$ cat src/rtl/bitlogic_pkg.sv
`timescale 1ns/1ps
package bitlogic_pkg;

    typedef enum logic [2:0] {
        OP_AND  = 3'd0,
        OP_OR   = 3'd1,
        OP_XOR  = 3'd2,
        OP_NOT  = 3'd3,
        OP_TEST = 3'd4
    } lop_e;

    typedef enum logic [1:0] {
        FN_AND = 2'd0,
        FN_OR  = 2'd1,
        FN_XOR = 2'd2,
        FN_INV = 2'd3
    } lfn_e;

    typedef struct packed {
        logic known;      // op code is defined
        logic write;      // result goes to destination
        logic upd_flags;  // flags load from this operation
        lfn_e fn;         // datapath function
    } lctl_t;

    typedef struct packed {
        logic zf;
        logic sf;
        logic pf;
        logic cf;
        logic of;
        logic af;
    } lflags_t;

endpackage

$ cat src/rtl/bitlogic_decode.sv
`timescale 1ns/1ps
module bitlogic_decode
    import bitlogic_pkg::*;
(
    input  logic [2:0] op_code,
    output lctl_t      ctl
);
    always_comb begin
        ctl = '{known: 1'b0, write: 1'b0, upd_flags: 1'b0, fn: FN_AND};
        case (op_code)
            OP_AND:  ctl = '{known: 1'b1, write: 1'b1, upd_flags: 1'b1, fn: FN_AND};
            OP_OR:   ctl = '{known: 1'b1, write: 1'b1, upd_flags: 1'b1, fn: FN_OR};
            OP_XOR:  ctl = '{known: 1'b1, write: 1'b1, upd_flags: 1'b1, fn: FN_XOR};
            OP_NOT:  ctl = '{known: 1'b1, write: 1'b1, upd_flags: 1'b0, fn: FN_INV};
            OP_TEST: ctl = '{known: 1'b1, write: 1'b0, upd_flags: 1'b1, fn: FN_AND};
            default: ctl = '{known: 1'b0, write: 1'b0, upd_flags: 1'b0, fn: FN_AND};
        endcase
    end
endmodule

$ cat src/rtl/bitlogic_datapath.sv
`timescale 1ns/1ps
module bitlogic_datapath
    import bitlogic_pkg::*;
#(
    parameter int DATA_W   = 16,
    parameter int NARROW_W = 8
) (
    input  logic [DATA_W-1:0] opa,
    input  logic [DATA_W-1:0] opb,
    input  lfn_e              fn,
    input  logic              wide,
    output logic [DATA_W-1:0] res
);
    logic [DATA_W-1:0] keep;
    logic [DATA_W-1:0] raw;

    // Lanes above the narrow width survive only in wide mode.
    for (genvar i = 0; i < DATA_W; i++) begin : g_lane
        if (i < NARROW_W) begin : g_low
            assign keep[i] = 1'b1;
        end else begin : g_high
            assign keep[i] = wide;
        end
    end

    always_comb begin
        case (fn)
            FN_AND:  raw = opa & opb;
            FN_OR:   raw = opa | opb;
            FN_XOR:  raw = opa ^ opb;
            default: raw = ~opa;
        endcase
        res = raw & keep;
    end
endmodule

$ cat src/rtl/bitlogic_flaggen.sv
`timescale 1ns/1ps
module bitlogic_flaggen #(
    parameter int DATA_W   = 16,
    parameter int NARROW_W = 8,
    parameter int PAR_W    = 8
) (
    input  logic [DATA_W-1:0] res,
    input  logic              wide,
    output logic              zf,
    output logic              sf,
    output logic              pf
);
    localparam int SIGN_HI = DATA_W - 1;
    localparam int SIGN_LO = NARROW_W - 1;

    always_comb begin
        zf = ~|res;
        sf = wide ? res[SIGN_HI] : res[SIGN_LO];
        pf = ~^res[PAR_W-1:0];
    end
endmodule

$ cat src/rtl/bitlogic_unit.sv
`timescale 1ns/1ps
module bitlogic_unit
    import bitlogic_pkg::*;
#(
    parameter int DATA_W   = 16,
    parameter int NARROW_W = 8,
    parameter bit AUX_FILL = 1'b0
) (
    input  logic              clk,
    input  logic              rst_n,
    input  logic              op_valid,
    input  logic [2:0]        op_sel,
    input  logic              wide,
    input  logic [DATA_W-1:0] dst_a,
    input  logic [DATA_W-1:0] src_b,
    output logic [DATA_W-1:0] result,
    output logic              wr_en,
    output logic              flag_zero,
    output logic              flag_sign,
    output logic              flag_parity,
    output logic              flag_carry,
    output logic              flag_ovf,
    output logic              flag_aux
);
    localparam int PAR_W = (NARROW_W < DATA_W) ? NARROW_W : DATA_W;

    typedef struct packed {
        logic [DATA_W-1:0] res;
        logic              wr;
        lflags_t           flg;
    } lstate_t;

    lstate_t st_d, st_q;
    lctl_t   ctl;
    logic [DATA_W-1:0] fn_res;
    logic    g_zf, g_sf, g_pf;

    bitlogic_decode i_decode (
        .op_code (op_sel),
        .ctl     (ctl)
    );

    bitlogic_datapath #(
        .DATA_W   (DATA_W),
        .NARROW_W (NARROW_W)
    ) i_datapath (
        .opa  (dst_a),
        .opb  (src_b),
        .fn   (ctl.fn),
        .wide (wide),
        .res  (fn_res)
    );

    bitlogic_flaggen #(
        .DATA_W   (DATA_W),
        .NARROW_W (NARROW_W),
        .PAR_W    (PAR_W)
    ) i_flaggen (
        .res  (fn_res),
        .wide (wide),
        .zf   (g_zf),
        .sf   (g_sf),
        .pf   (g_pf)
    );

    always_comb begin
        st_d    = st_q;
        st_d.wr = 1'b0;
        if (op_valid && ctl.known) begin
            st_d.wr = ctl.write;
            if (ctl.write) begin
                st_d.res = fn_res;
            end
            if (ctl.upd_flags) begin
                st_d.flg.zf = g_zf;
                st_d.flg.sf = g_sf;
                st_d.flg.pf = g_pf;
                st_d.flg.cf = 1'b0;
                st_d.flg.of = 1'b0;
                st_d.flg.af = AUX_FILL;
            end
        end
    end

    always_ff @(posedge clk) begin
        if (!rst_n) begin
            st_q <= '0;
        end else begin
            st_q <= st_d;
        end
    end

    assign result      = st_q.res;
    assign wr_en       = st_q.wr;
    assign flag_zero   = st_q.flg.zf;
    assign flag_sign   = st_q.flg.sf;
    assign flag_parity = st_q.flg.pf;
    assign flag_carry  = st_q.flg.cf;
    assign flag_ovf    = st_q.flg.of;
    assign flag_aux    = st_q.flg.af;
endmodule

$ cat config.mk
export PLATFORM = sky130hd
export DESIGN_NAME = bitlogic_unit
export DESIGN_NICKNAME = d
export VERILOG_FILES = /design/src/rtl/bitlogic_pkg.sv /design/src/rtl/bitlogic_decode.sv /design/src/rtl/bitlogic_datapath.sv /design/src/rtl/bitlogic_flaggen.sv /design/src/rtl/bitlogic_unit.sv
export SDC_FILE = /design/constraint.sdc
export NUM_CORES = 1
export LEC_CHECK = 0
export ABC_AREA = 1
export CORE_MARGIN = 3
export CORE_UTILIZATION = 38
export CTS_CLUSTER_SIZE = 8
export DETAILED_ROUTE_END_ITERATION = 7
export HOLD_SLACK_MARGIN = 0.15
export PLACE_DENSITY = 0.74
export SKIP_CTS_REPAIR_TIMING = 1
export SYNTH_ARGS = -nofsm -noshare
export SYNTH_HDL_FRONTEND = slang
export SYNTH_SLANG_ARGS = --single-unit
$ cat constraint.sdc
create_clock -name clk -period 4.9 [get_ports clk]
set_input_delay 0.735 -clock clk [delete_from_list [all_inputs] [get_ports clk]]
set_output_delay 0.735 -clock clk [all_outputs]
set_load 0.02 [all_outputs]
# --- Word level (Yosys, flattened, before mapping) ---
# Cells that the tools add are included.
word_totals:
  ff_bits: 20
  in_bits: 39
  out_inout_bits: 23
  word_cells: 28
classes:
  n_eq_ne: 6
  n_mux: 3
  bitwise: 5
  n_reduce_logical: 9
op_table:
  columns: ["cell", "count"]
  rows:
  - ["$pmux W16 S3", 1]
  - ["$and A16 B16 Y16", 2]
  - ["$pmux W5 S5", 1]
  - ["$not A16 Y16", 1]
  - ["$or A16 B16 Y16", 1]
  - ["$reduce_or A16 Y1", 1]
  - ["$xor A16 B16 Y16", 1]
  - ["$reduce_xnor A8 Y1", 1]
  - ["$eq A3 B2 Y1 const B", 2]
  - ["$reduce_and A2 Y1", 3]
  - ["$eq A3 B1 Y1 const B", 1]
  - ["$eq A3 B3 Y1 const B", 1]
  - ["$logic_not A3 Y1", 1]
  - ["$eq A2 B1 Y1 const B", 1]
  - ["$eq A2 B2 Y1 const B", 1]
  - ["$logic_not A2 Y1", 1]
  - ["$logic_and A1 B1 Y1", 1]
  - ["$logic_not A1 Y1", 1]
  - ["$mux W1", 1]

# --- Depth between registers and ports, before layout ---
logic_depth:
  ltp_word: 7
  mapped_depth: 12
  mapped_depth_nobuf: 12

# --- Modules after synthesis ---
# Synthesis repeated with hierarchy kept, for this count alone.
hier_totals:
  hier_cells: 376
  area_unflattened_um2: 2225.9
by_module_without_submodules:
  columns: ["mod", "n_inst", "cells_per_inst", "area_per_inst_um2", "seq_area_each_um2"]
  rows:
  - ["bitlogic_datapath", 1, 195, 1123.6, 0.0]
  - ["bitlogic_unit", 1, 128, 850.8, 400.4]
  - ["bitlogic_flaggen", 1, 42, 210.2, 0.0]
  - ["bitlogic_decode", 1, 11, 41.3, 0.0]

# --- Worst setup path after synthesis ---
# Ideal clock, no wire load.
synth_path:
  path_kind: "in2reg"
  startpoint: "input port op_sel[0]"
  endpoint: "register st_q (netlist bit flag_parity)"
  setup_ns: 0.116
  arrival_time_ns: 2.160
  required_time_ns: 4.784
  slack_ns: 2.623
  path_stages: 12
  path_buffers: 0
  path_cell_list: "inv_1 nor2_2 nand2_2 or2_1 nand4_1 inv_2 ha_1 xnor2_1 xnor2_1 nand2_1 o211ai_1 inv_1"
synth_between:
  elab_chain_len: 6
  elab_cells_between_ends: 14
  classes_between: "eq/ne (6); mux (2); bitwise (1); reduce/logical (5)"
synth_rtl:
  columns: ["element", "line", "source"]
  rows:
  - ["start: declaration", "bitlogic_unit.sv:12", "input logic [2:0] op_sel,"]
  - ["$eq A3 B3 Y1, or another cell as far along", "bitlogic_decode.sv:10", "case (op_code)"]
  - ["$pmux W5 S5 (*)", "bitlogic_decode.sv:10", null]
  - ["$eq A2 B2 Y1, or another cell as far along", "bitlogic_datapath.sv:27", "case (fn)"]
  - ["$pmux W16 S3", "bitlogic_datapath.sv:27", null]
  - ["$and A16 B16 Y16", "bitlogic_datapath.sv:33", "res = raw & keep;"]
  - ["$reduce_xnor A8 Y1", "bitlogic_flaggen.sv:19", "pf = ~^res[PAR_W-1:0];"]
  - ["end signal: assignment", "bitlogic_unit.sv:89", "st_q <= st_d;"]
  - ["end: declaration", "bitlogic_unit.sv:33", "lstate_t st_d, st_q;"]
# Mark *: on every way between the ends. The rest lies on a longest branch, timed or not.
# A chain may end at the register's enable or synchronous reset.

# --- Worst setup path after layout ---
# Same ends and word-level chain as after synthesis.

==> impl_metrics.json <==
{
  "instances_no_fill": 401,
  "die_h_um": 76.9,
  "grt.overflow.total": 0,
  "wl_per_cell_um": 11.2,
  "cp_cell_sequence": "clkdlybuf4s50_1, inv_1, nor2_2, nand2_2, or2_1, nand4_1, inv_2, ha_1, xnor2_1, xnor2_1, nand2_1, o211ai_1, inv_1",
  "slew_headroom": 0.437,
  "critical-path-top-delay-family": "buffers and inverters",
  "start_kind": "input port",
  "clockBufferDepth": 2,
  "synth-seq-cells": 20,
  "skew_ns": 0,
  "finalHoldWorstSlack_ns": 0.479,
  "pwr-share-seq": 0.369,
  "criticalPathCategory": "in2reg",
  "pin_count": 62,
  "cts_root_buf": "clkbuf_8",
  "path_clk_slew_ns": 0.07,
  "drive_above_1_share": 0.0719,
  "whs_path_depth": 2,
  "holdPathEnd": "flag_zero$_SDFFE_PN0P_",
  "fmax_mhz": 328,
  "setup_tns_ns": 0,
  "path_max_fanout": 13,
  "cp.buffers_inverters": 4,
  "finalHoldViolCount": 0,
  "ys_top_cells_by_area": "ha_1 (24%), dfxtp_1 (21%), nand2_1 (10%), inv_1 (10%), o21ai_0 (6.0%)",
  "hold_path.startpoint": "flag_zero$_SDFFE_PN0P_",
  "grt_pass1_wl_um": 8040,
  "rows": 25,
  "p_int_uw": 328,
  "p_per_area_mw_per_mm2": 186,
  "via_count": 1886,
  "placed_area_mm2": 0.00252,
  "r2r-end": "result[6]$_SDFFE_PN0P_",
  "p_sw_frac": 0.315,
  "min_period_over_period": 0.622,
  "drcViolationCount": 0,
  "gr-usage-all-layers": 0.160,
  "period_minus_slack_ns": 3.05,
  "drt_first_pass_iters": 4,
  "setup_viol": 0,
  "ir_drop_mv": 0.109,
  "yosysWarnings": 0,
  "antenna_found_initial": 0,
  "design_area_mm2": 0.00258,
  "status": "complete, no violations",
  "hold_class": "reg2reg",
  "cp-end-kind": "register",
  "r2r_slack_ns": 4.19,
  "rsz0062_at_grt": "false",
  "cts_tree": "built",
  "numPortBuffers": 58,
  "htreeDepth": 1,
  "synthCells": 280,
  "die-area_mm2": 0.00591,
  "wirelength_um": 4500,
  "finalWorstSetupSlack_ns": 1.85,
  "syn_area_mm2": 0.00191,
  "synth_cell_types": 27,
  "core_area_mm2": 0.00479,
  "p_sw_uw": 151,
  "r2r_start": "result[6]$_SDFFE_PN0P_",
  "numPlacedInstances": 397,
  "register_area_um2": 400,
  "first_global_vias": 1824,
  "numCtsBuffers": 3,
  "worst_slew_pin_slew_ns": 0.843,
  "yosys.area.top_type": "ha_1",
  "cp.required_ns": 5.05,
  "die_w_um": 76.9,
  "grt_max_degree": 28,
  "cp.arrival_ns": 3.20,
  "synth_seq_area_share": 0.210,
  "fillers": 487,
  "cts_sinks": 20,
  "pre_cts_slack_ns": 1.57,
  "synth_top_area_frac": 0.236,
  "num-nets-final": 410,
  "drt.antenna.violating_nets": 0,
  "drt_iter0_drc": 78,
  "syn-mean-instance-area_um2": 6.82,
  "dp_hpwl_um": 3790,
  "power_frac_clock": 0.253,
  "multi_input_area_mm2": 0.00124,
  "gp_congestion": 0.820,
  "p_comb_frac": 0.378,
  "max_cap_viol_count": 0,
  "p_leak_nw": 1.26,
  "antennaDiodeCount": 0,
  "slew_viol_final": 0,
  "syn_to_final_growth_pct": 35.1,
  "worstSkewPairLatency_ns": 0.25,
  "reg2reg_depth": 2,
  "cpMaxStageDelayCell": "clkdlybuf4s50_1",
  "vias_per_cell": 4.70,
  "initial_utilization": 0.399,
  "max_stage_delay_ns": 0.78
}
area by class of cell:
class / count / area share
Inverter: 58 / 0.0844
Clock buffer: 4 / 0.0213
Tap cell: 67 / 0.0325
Sequential cell: 20 / 0.155
Timing Repair Buffer: 58 / 0.225
Multi-Input combinational cell: 194 / 0.481
synthesized netlist by cell type:
cell,number
o211ai_1,6
or2_2,1
o21ai_0,23
a221oi_2,2
nor2_4,2
nand2_2,4
conb_1,1
buf_6,1
dfxtp_1,20
o21ai_1,4
buf_2,1
nor2_2,5
and3_1,1
nand4_1,1
inv_1,52
ha_1,36
nand3b_1,1
xor2_1,1
xnor2_1,2
buf_4,3
nand2_1,53
or2_1,1
a21oi_1,21
clkbuf_1,5
nor2_1,6
nand3_1,21
inv_2,6
cell families (layout without fill, tap and decap cells):
| group | after synthesis | after routing | share of synthesized area |
|---|---|---|---|
| other | 1 | 3 | 0.00196 |
| XOR/XNOR | 3 | 3 | 0.0138 |
| AO/OA/AOI/OAI | 56 | 56 | 0.165 |
| adder cells (fa/ha/maj) | 36 | 36 | 0.236 |
| AND/OR/NAND/NOR | 96 | 96 | 0.229 |
| flip-flops | 20 | 20 | 0.210 |
| buffers and inverters | 68 | 120 | 0.144 |
layout by cell type (no fill, tap or decap), types with 20 or more instances in the layout:
| cell type | n |
|---|---|
| inv_1 | 52 |
| o21ai_0 | 23 |
| nand2_1 | 53 |
| nand3_1 | 21 |
| clkdlybuf4s50_1 | 58 |
| a21oi_1 | 21 |
| dfxtp_1 | 20 |
| ha_1 | 36 |
registers in the layout (all words and copies together) (netlist names):
signal	cells
result	16
flag_parity	1
flag_sign	1
flag_zero	1
wr_en	1
worst min-delay path, delay by kind of cell (launching register included):
| family | cells | cell delay, ns |
|---|---|---|
| AO/OA/AOI/OAI | 1 | 0.05 |
| flip-flops | 1 | 0.32 |
| AND/OR/NAND/NOR | 1 | 0.06 |
metrics by stage:
stage                     power (mW)   util
after floorplan                0.287      -
after global placement         0.357  0.527
after detailed placement       0.362  0.527
after CTS                      0.482  0.539
after global routing           0.512  0.539
final                          0.479  0.539
routing by layer:
layer,vias up,part of all wire,global-route usage
li1,995,-,-
met1,828,0.46,0.201
met2,61,0.48,0.287
met3,2,0.056,0.0282
met4,0,0.0038,0.0236
met5,-,0,0
power by group through the flow:
| stage | Clock (mW) | Sequential, mW | Combinational (mW) |
|---|---|---|---|
| after floorplan | 0 | 0.191 | 0.0965 |
| after global placement | 0 | 0.181 | 0.176 |
| after detailed placement | 0 | 0.181 | 0.182 |
| after CTS | 0.123 | 0.177 | 0.182 |
| after global routing | 0.130 | 0.178 | 0.203 |
| final | 0.121 | 0.177 | 0.181 |
how the worst max path moves through the flow:
stage	from	endpoint	slack, ns	depth (start not counted)
floorplan	op_sel[0]	flag_parity$_SDFFE_PN0P_	2.62	12
global placement	op_sel[0]	flag_parity$_SDFFE_PN0P_	1.71	13
detailed placement	op_sel[0]	flag_parity$_SDFFE_PN0P_	1.57	13
CTS	op_sel[0]	flag_parity$_SDFFE_PN0P_	1.84	13
global route	op_sel[0]	flag_parity$_SDFFE_PN0P_	1.62	13
finish	op_sel[0]	flag_parity$_SDFFE_PN0P_	1.85	13
Power figures use the tool's default switching activity.
